==> config.mk <==
export PLATFORM = sky130hd
export DESIGN_NAME = dsd_rx
export DESIGN_NICKNAME = d
export VERILOG_FILES = /design/src/rtl/dsd_rx_pkg.sv /design/src/rtl/dsd_rx_edge.sv /design/src/rtl/dsd_rx_pack.sv /design/src/rtl/dsd_rx_fsdet.sv /design/src/rtl/dsd_rx.sv
export SDC_FILE = /design/constraint.sdc
export NUM_CORES = 1
export LEC_CHECK = 0
export ABC_CLOCK_PERIOD_IN_PS = 2300
export BUFFER_PORTS_ARGS = -buffer_cell sky130_fd_sc_hd__buf_4
export CAP_MARGIN = 25
export CORE_ASPECT_RATIO = 0.9
export CORE_MARGIN = 8
export CORE_UTILIZATION = 40
export CTS_BUF_LIST = sky130_fd_sc_hd__clkbuf_4
export DETAILED_ROUTE_END_ITERATION = 10
export PLACE_DENSITY = 0.64
export SETUP_SLACK_MARGIN = 0.02
export SYNTH_ARGS = -nofsm -noshare
export SYNTH_HDL_FRONTEND = slang
export SYNTH_SLANG_ARGS = --single-unit
export TNS_END_PERCENT = 50
==> constraint.sdc <==
create_clock -name clk -period 2.3 [get_ports clk]
set_clock_uncertainty 0.05 [all_clocks]
set_input_delay 0.115 -clock clk [delete_from_list [all_inputs] [get_ports clk]]
set_output_delay 0.115 -clock clk [all_outputs]
set_load 0.02 [all_outputs]
==> src/rtl/dsd_rx_pkg.sv <==
package dsd_rx_pkg;
  typedef enum logic [1:0] {
    RATE_X64  = 2'b00,
    RATE_X128 = 2'b01,
    RATE_X256 = 2'b10,
    RATE_RSVD = 2'b11
  } rate_e;

  localparam int BASE_BITS = 64;
endpackage

==> src/rtl/dsd_rx_edge.sv <==
// Synchronizes the bit clock and data into the system clock domain and
// produces a one-cycle strobe on the sampling edge.
module dsd_rx_edge #(
  parameter int NCH  = 8,
  parameter int SYNC = 2
) (
  input  logic           clk,
  input  logic           rst,
  input  logic           dclk_i,
  input  logic [NCH-1:0] data_i,
  input  logic           launch_rise_i,
  output logic           smp_o,
  output logic [NCH-1:0] bits_o
);
  logic [SYNC-1:0] ck_pipe;
  logic [NCH-1:0]  d_pipe [SYNC];
  logic [SYNC:0]   arm;
  logic            ck_prev;
  logic            ck_s;

  assign ck_s = ck_pipe[SYNC-1];

  always_ff @(posedge clk) begin
    if (rst) begin
      ck_pipe <= '0;
      ck_prev <= 1'b0;
      arm     <= '0;
      for (int s = 0; s < SYNC; s++) d_pipe[s] <= '0;
    end else begin
      ck_pipe <= {ck_pipe[SYNC-2:0], dclk_i};
      d_pipe[0] <= data_i;
      for (int s = 1; s < SYNC; s++) d_pipe[s] <= d_pipe[s-1];
      ck_prev <= ck_s;
      arm     <= {arm[SYNC-1:0], 1'b1};
    end
  end

  // Sample on the edge opposite the launch edge.
  always_comb begin
    if (!arm[SYNC])         smp_o = 1'b0;
    else if (launch_rise_i) smp_o = ck_prev & ~ck_s;
    else                    smp_o = ck_s & ~ck_prev;
  end

  assign bits_o = d_pipe[SYNC-1];
endmodule

==> src/rtl/dsd_rx_pack.sv <==
// Shared bit/word counters with per-channel MSB-first shift registers.
module dsd_rx_pack #(
  parameter int NCH = 8,
  parameter int W   = 32
) (
  input  logic             clk,
  input  logic             rst,
  input  logic             smp_i,
  input  logic             flush_i,
  input  logic [1:0]       rate_i,
  input  logic [NCH-1:0]   bits_i,
  output logic [NCH*W-1:0] word_o,
  output logic             vld_o,
  output logic             tick_o
);
  import dsd_rx_pkg::*;

  localparam int BASE_WORDS = BASE_BITS / W;
  localparam int BW         = $clog2(W);
  localparam int WC_W       = $clog2(4 * BASE_WORDS);
  localparam logic [BW-1:0] BIT_LAST = BW'(W - 1);

  logic [BW-1:0]   bit_cnt;
  logic [WC_W-1:0] word_cnt;
  logic [WC_W-1:0] words_last;
  logic            word_done;

  always_comb begin
    case (rate_i)
      RATE_X64:  words_last = WC_W'(BASE_WORDS - 1);
      RATE_X128: words_last = WC_W'(2 * BASE_WORDS - 1);
      default:   words_last = WC_W'(4 * BASE_WORDS - 1);
    endcase
  end

  assign word_done = smp_i && !flush_i && (bit_cnt == BIT_LAST);

  always_ff @(posedge clk) begin
    if (rst) begin
      bit_cnt  <= '0;
      word_cnt <= '0;
      vld_o    <= 1'b0;
      tick_o   <= 1'b0;
    end else begin
      vld_o  <= 1'b0;
      tick_o <= 1'b0;
      if (flush_i) begin
        bit_cnt  <= '0;
        word_cnt <= '0;
      end else if (smp_i) begin
        bit_cnt <= (bit_cnt == BIT_LAST) ? '0 : bit_cnt + 1'b1;
        if (word_done) begin
          vld_o <= 1'b1;
          if (word_cnt == words_last) begin
            word_cnt <= '0;
            tick_o   <= 1'b1;
          end else begin
            word_cnt <= word_cnt + 1'b1;
          end
        end
      end
    end
  end

  for (genvar c = 0; c < NCH; c++) begin : g_ch
    logic [W-2:0] sr;
    always_ff @(posedge clk) begin
      if (rst) begin
        sr              <= '0;
        word_o[c*W +: W] <= '0;
      end else if (smp_i && !flush_i) begin
        sr <= {sr[W-3:0], bits_i[c]};
        if (word_done) word_o[c*W +: W] <= {sr, bits_i[c]};
      end
    end
  end
endmodule

==> src/rtl/dsd_rx_fsdet.sv <==
// Per-channel saturating run-length counter for full-scale detection.
module dsd_rx_fsdet #(
  parameter int NCH     = 8,
  parameter int RUN_LEN = 2048
) (
  input  logic           clk,
  input  logic           rst,
  input  logic           smp_i,
  input  logic [NCH-1:0] bits_i,
  output logic [NCH-1:0] flag_o
);
  localparam int CW = $clog2(RUN_LEN + 1);
  localparam logic [CW-1:0] RUN_MAX = CW'(RUN_LEN);

  for (genvar c = 0; c < NCH; c++) begin : g_run
    logic [CW-1:0] cnt;
    logic [CW-1:0] cnt_nxt;
    logic          last_bit;

    always_comb begin
      if (cnt != '0 && bits_i[c] == last_bit)
        cnt_nxt = (cnt == RUN_MAX) ? cnt : cnt + 1'b1;
      else
        cnt_nxt = CW'(1);
    end

    always_ff @(posedge clk) begin
      if (rst) begin
        cnt       <= '0;
        last_bit  <= 1'b0;
        flag_o[c] <= 1'b0;
      end else if (smp_i) begin
        cnt       <= cnt_nxt;
        last_bit  <= bits_i[c];
        flag_o[c] <= (cnt_nxt == RUN_MAX);
      end
    end
  end
endmodule

==> src/rtl/dsd_rx.sv <==
module dsd_rx #(
  parameter int NUM_PAIRS   = 4,
  parameter int WORD_W      = 32,
  parameter int RUN_LEN     = 2048,
  parameter int SYNC_STAGES = 2
) (
  input  logic                            clk,
  input  logic                            rst,
  input  logic                            dclk_i,
  input  logic [NUM_PAIRS-1:0]            dsd_left_i,
  input  logic [NUM_PAIRS-1:0]            dsd_right_i,
  input  logic                            launch_rise_i,
  input  logic [1:0]                      rate_sel_i,
  output logic [2*NUM_PAIRS*WORD_W-1:0]   word_o,
  output logic                            word_vld_o,
  output logic                            fs_tick_o,
  output logic [2*NUM_PAIRS-1:0]          full_scale_o
);
  import dsd_rx_pkg::*;

  localparam int NCH = 2 * NUM_PAIRS;

  logic [1:0]     rate_q;
  logic           rate_chg;
  logic           edge_smp;
  logic           take_bit;
  logic [NCH-1:0] bits_s;

  always_ff @(posedge clk) begin
    if (rst) rate_q <= RATE_X64;
    else     rate_q <= rate_sel_i;
  end

  assign rate_chg = (rate_sel_i != rate_q);
  assign take_bit = edge_smp && !rate_chg && (rate_q != RATE_RSVD);

  dsd_rx_edge #(.NCH(NCH), .SYNC(SYNC_STAGES)) u_edge (
    .clk          (clk),
    .rst          (rst),
    .dclk_i       (dclk_i),
    .data_i       ({dsd_right_i, dsd_left_i}),
    .launch_rise_i(launch_rise_i),
    .smp_o        (edge_smp),
    .bits_o       (bits_s)
  );

  dsd_rx_pack #(.NCH(NCH), .W(WORD_W)) u_pack (
    .clk    (clk),
    .rst    (rst),
    .smp_i  (take_bit),
    .flush_i(rate_chg),
    .rate_i (rate_q),
    .bits_i (bits_s),
    .word_o (word_o),
    .vld_o  (word_vld_o),
    .tick_o (fs_tick_o)
  );

  dsd_rx_fsdet #(.NCH(NCH), .RUN_LEN(RUN_LEN)) u_fs (
    .clk   (clk),
    .rst   (rst),
    .smp_i (take_bit),
    .bits_i(bits_s),
    .flag_o(full_scale_o)
  );
endmodule

==> results.txt <==
* Run status: complete, but fails checks
* Violated checks: setup timing
- Share of flip-flops with an asynchronous set or reset: 0%
* Worst slack at placement: between 0.01 and 0.015 ns
- For this design the total switching power over the nets is around 0.005 W.
- Vias in the first global route: approximately 21000
* Path type of the worst setup path: flop to flop
* CTS tree: yes
* Worst Hold Margin: just under 0.3 ns
- Die X: between 200 and 300 um
- For this run, the number of Yosys warnings is 0.
- In this run the tightest slew margin relative to its limit is roughly two fifths.
* Wire length per cell: between 10 and 15 um
- Critical Path Source Type: flop
* Vertical die dimension: around 250 um
* Count of pins over their slew limit: 0
- The final critical path takes up 101% of the cycle.
- DRC violation count after routing: 0
- Setup violations remaining at the end of the flow were counted as 1.
- Cell variety after synth: 63
- The count of nets left with antenna violations once routing finished came out at 0.
- For the pin with the worst max-slew slack, the measured transition is ~0.9 ns.
- The number of antenna violations at the first check in global routing came to 2.
- For this run, the total global-route usage over all layers was measured as a little under a fifth.
* Grt ovf: 0
- Most common cell in the netlist: nand2_1
* Required time of the worst setup path: ~3.2 ns
- Proportion of synthesized chip area in sequential cells: a little over 50%
* Hold Crit Class: primary input to flop
* Max-cap violations: 0
* Count of final hold-check violations: 0
- Net count of the mapped netlist: about 3300
- The initial utilization of the core area, before any placement, comes to approximately 40%.
- Number of cell rows: just under 90
- The share of synthesized area in the top cell type comes to around half.
* P_leak: 11.2 nW
- Clock-pin slew was measured on the worst setup and hold paths at about 0.060 ns.
- Relative contribution of sequential cells to total power: a little over half
- Along the worst path, the maximum fanout reaches 5.
- CP endpoint kind: flop
- Worst skew pair latency: roughly 1.0 ns
- After detailed routing, the total wire length is 68.9 mm.
* Placeable core region: between 0.06 and 0.07 mm2
- Ratio of cells with drive above 1 in the final layout: 18.5%
* Ratio of total power to cell area: between 600 and 700 mW/mm2
- Number of DRC violations after detailed-routing iteration 0: ~1800
- The worst-case IR drop observed on VDD is 390 uV.
- The synthesized design contains 0 enable-type register cells.
- Combinational share of power: under 10%
- Synthesis handed over a netlist of between 3000 and 4000 instances.
- In this run the cell area of the synthesized design comes to 0.0253 mm2.
* Area Overhead vs Synth: 24.3%
- Achievable Freq: about 0.43 GHz
* Last weighted congestion value of the routability-driven placer: roughly 0.84
- 1st-pass router iterations: 7
* First-pass GRT wire length: ~110 mm
- Detailed placement HPWL: 43.2 mm
- The routed layout has 23258 vias.
- The clock network is responsible for between 40% and 50% of the overall power.
- Setup repair after global routing could not meet its margin everywhere.
* Average via count per standard cell: 5.04
* Num Clock Sinks: 650
- Setup WS post-layout: -0.0167 ns
- Synthesized area per cell: around 7.7 um2
* Top cells by area, synth: dfxtp_1 (51%), nand2_1 (16%), a21oi_1 (12%)
- Ports: 280
* Die area: just over 0.07 mm2
* Final min period: 2.32 ns
* Area leader, netlist: dfxtp_1
* Predominant post-synthesis flop cell: dfxtp_1
- Clock buffers created by TritonCTS: between 150 and 200
* Buffer depth of the longest clock path: 3
* Layout Nets: ~3700
- Largest net degree at the start of global routing: ~170
* Maximum level of the CTS H-tree: 4
- Cell internal power was estimated by the tool at between 0.015 and 0.02 W.
- Buffers placed on the I/O ports in this run total 279.
- By count the netlist is led by nand2_1 (1106), dfxtp_1 (650), a21oi_1 (626).
- Clock Tree Root: clkbuf_4
- Number of register bits inferred by synthesis: 650
- Net switching is roughly 23% of the power.
- Data arrival, critical path: roughly 3.2 ns
-- power by group through the flow --
| stage | combinational, W | clock [W] | sequential [W] |
|---|---|---|---|
| final | 0.000356 | 0.00995 | 0.0113 |
| after global routing | 0.000386 | 0.0109 | 0.0113 |
| after CTS | 0.000355 | 0.0103 | 0.0113 |
| after detailed placement | 0.000312 | 0 | 0.0115 |
| after global placement | 0.000314 | 0 | 0.0115 |
| after floorplan | 0.000200 | 0 | 0.0115 |
-- cells by family after synthesis --
family          count (synthesis)  share of synthesized area, %
xor+xnor                       43                          1.49
flops                         650                          51.4
mux                             6                         0.242
compound gates                800                          16.7
buf+inv                       262                          3.99
fa+ha+maj                      19                         0.940
simple gates                 1490                          25.2
-- sequential cells by signal (all words and copies together) (netlist names) --
| signal | count |
|---|---|
| u_fs.g_run.last_bit | 8 |
| u_pack.vld_o | 1 |
| u_pack.g_ch.sr | 248 |
| u_edge.ck_prev | 1 |
| u_edge.d_pipe | 16 |
| u_pack.tick_o | 1 |
| u_pack.word_cnt | 3 |
| u_fs.g_run.cnt | 96 |
| u_fs.flag_o | 8 |
| u_pack.word_o | 256 |
| rate_q | 2 |
| u_edge.ck_pipe | 2 |
| u_pack.bit_cnt | 5 |
| u_edge.arm | 3 |
-- layout by cell type, fill, tap and decap left out, drive strengths merged, types with 35 or more instances in the layout --
cell	n
nand2	1106
dfxtp	650
a21oi	626
buf	394
clkbuf	246
o21ai	99
nor2	80
nand3	49
nor2b	48
nor3	43
clkinv	37
inv	35
-- per-layer routing --
layer | routed length (um) | share of wire [%] | up-vias | GRT usage (%)
met3 | 4340 | 6.3 | 92 | 5.06
met1 | 32300 | 47 | 10777 | 24.6
met2 | 30900 | 45 | 577 | 27.6
met4 | 1310 | 1.9 | 0 | 6.62
li1 | - | - | 11812 | -
met5 | 0 | 0 | - | 0
-- through the flow --
step / utilization [%] / std cells / setup TNS, ns / cell area [um2] / total power [W]
floorplan: - / 3270 / 0 / 25300 / 0.0117
global placement: 45.9 / 4272 / 0 / 28700 / 0.0119
detailed placement: 45.9 / 4272 / 0 / 28700 / 0.0119
CTS: 49.8 / 4598 / -0.00539 / 31200 / 0.0220
global route: 50.2 / 4611 / -0.650 / 31400 / 0.0226
finish: 50.2 / 4611 / -0.0167 / 31400 / 0.0216
-- worst paths after layout --
path | from | end | slack (ns) | cells after the start
max | u_edge.ck_pipe[1] | u_fs.flag_o[1] | -0.02 | 6
min | rst | u_fs.flag_o[1] | 0.30 | 5
max reg2reg | u_edge.ck_pipe[1] | u_fs.flag_o[1] | -0.02 | 6
min reg2reg | u_pack.g_ch[2].sr[5] | u_pack.g_ch[2].sr[6] | 0.38 | 2
-- layout make-up --
type	instances	area, um2
inverter	28	105
clock inverter	50	319
sequential	650	13000
tap	845	1060
antenna	7	17.5
timing repair buffer	430	3720
multi-input combinational	2358	11400
fill	6165	31200
clock buffer	243	1820
-- critical path: stages, from the launching register on --
cell and delay [ns]:
dfxtp_2 0.32, and3b_1 0.20, o211ai_1 0.16, or3_4 0.46, or3_1 0.41, or4b_1 0.54, o21ai_1 0.12
-- timing repair --
| item | in CTS | in global routing |
|---|---|---|
| endpoints found under the hold margin | 489 | 0 |
| pin swaps | 1 | 7 |
| buffers inserted | 0 | 3 |
| cloned | 0 | 3 |
| hold buffers | 33 | 0 |
| setup endpoints to repair | 5 | 91 |
| gates resized for setup | 1 | 29 |
Note: power is estimated with default switching activity, not from simulation.
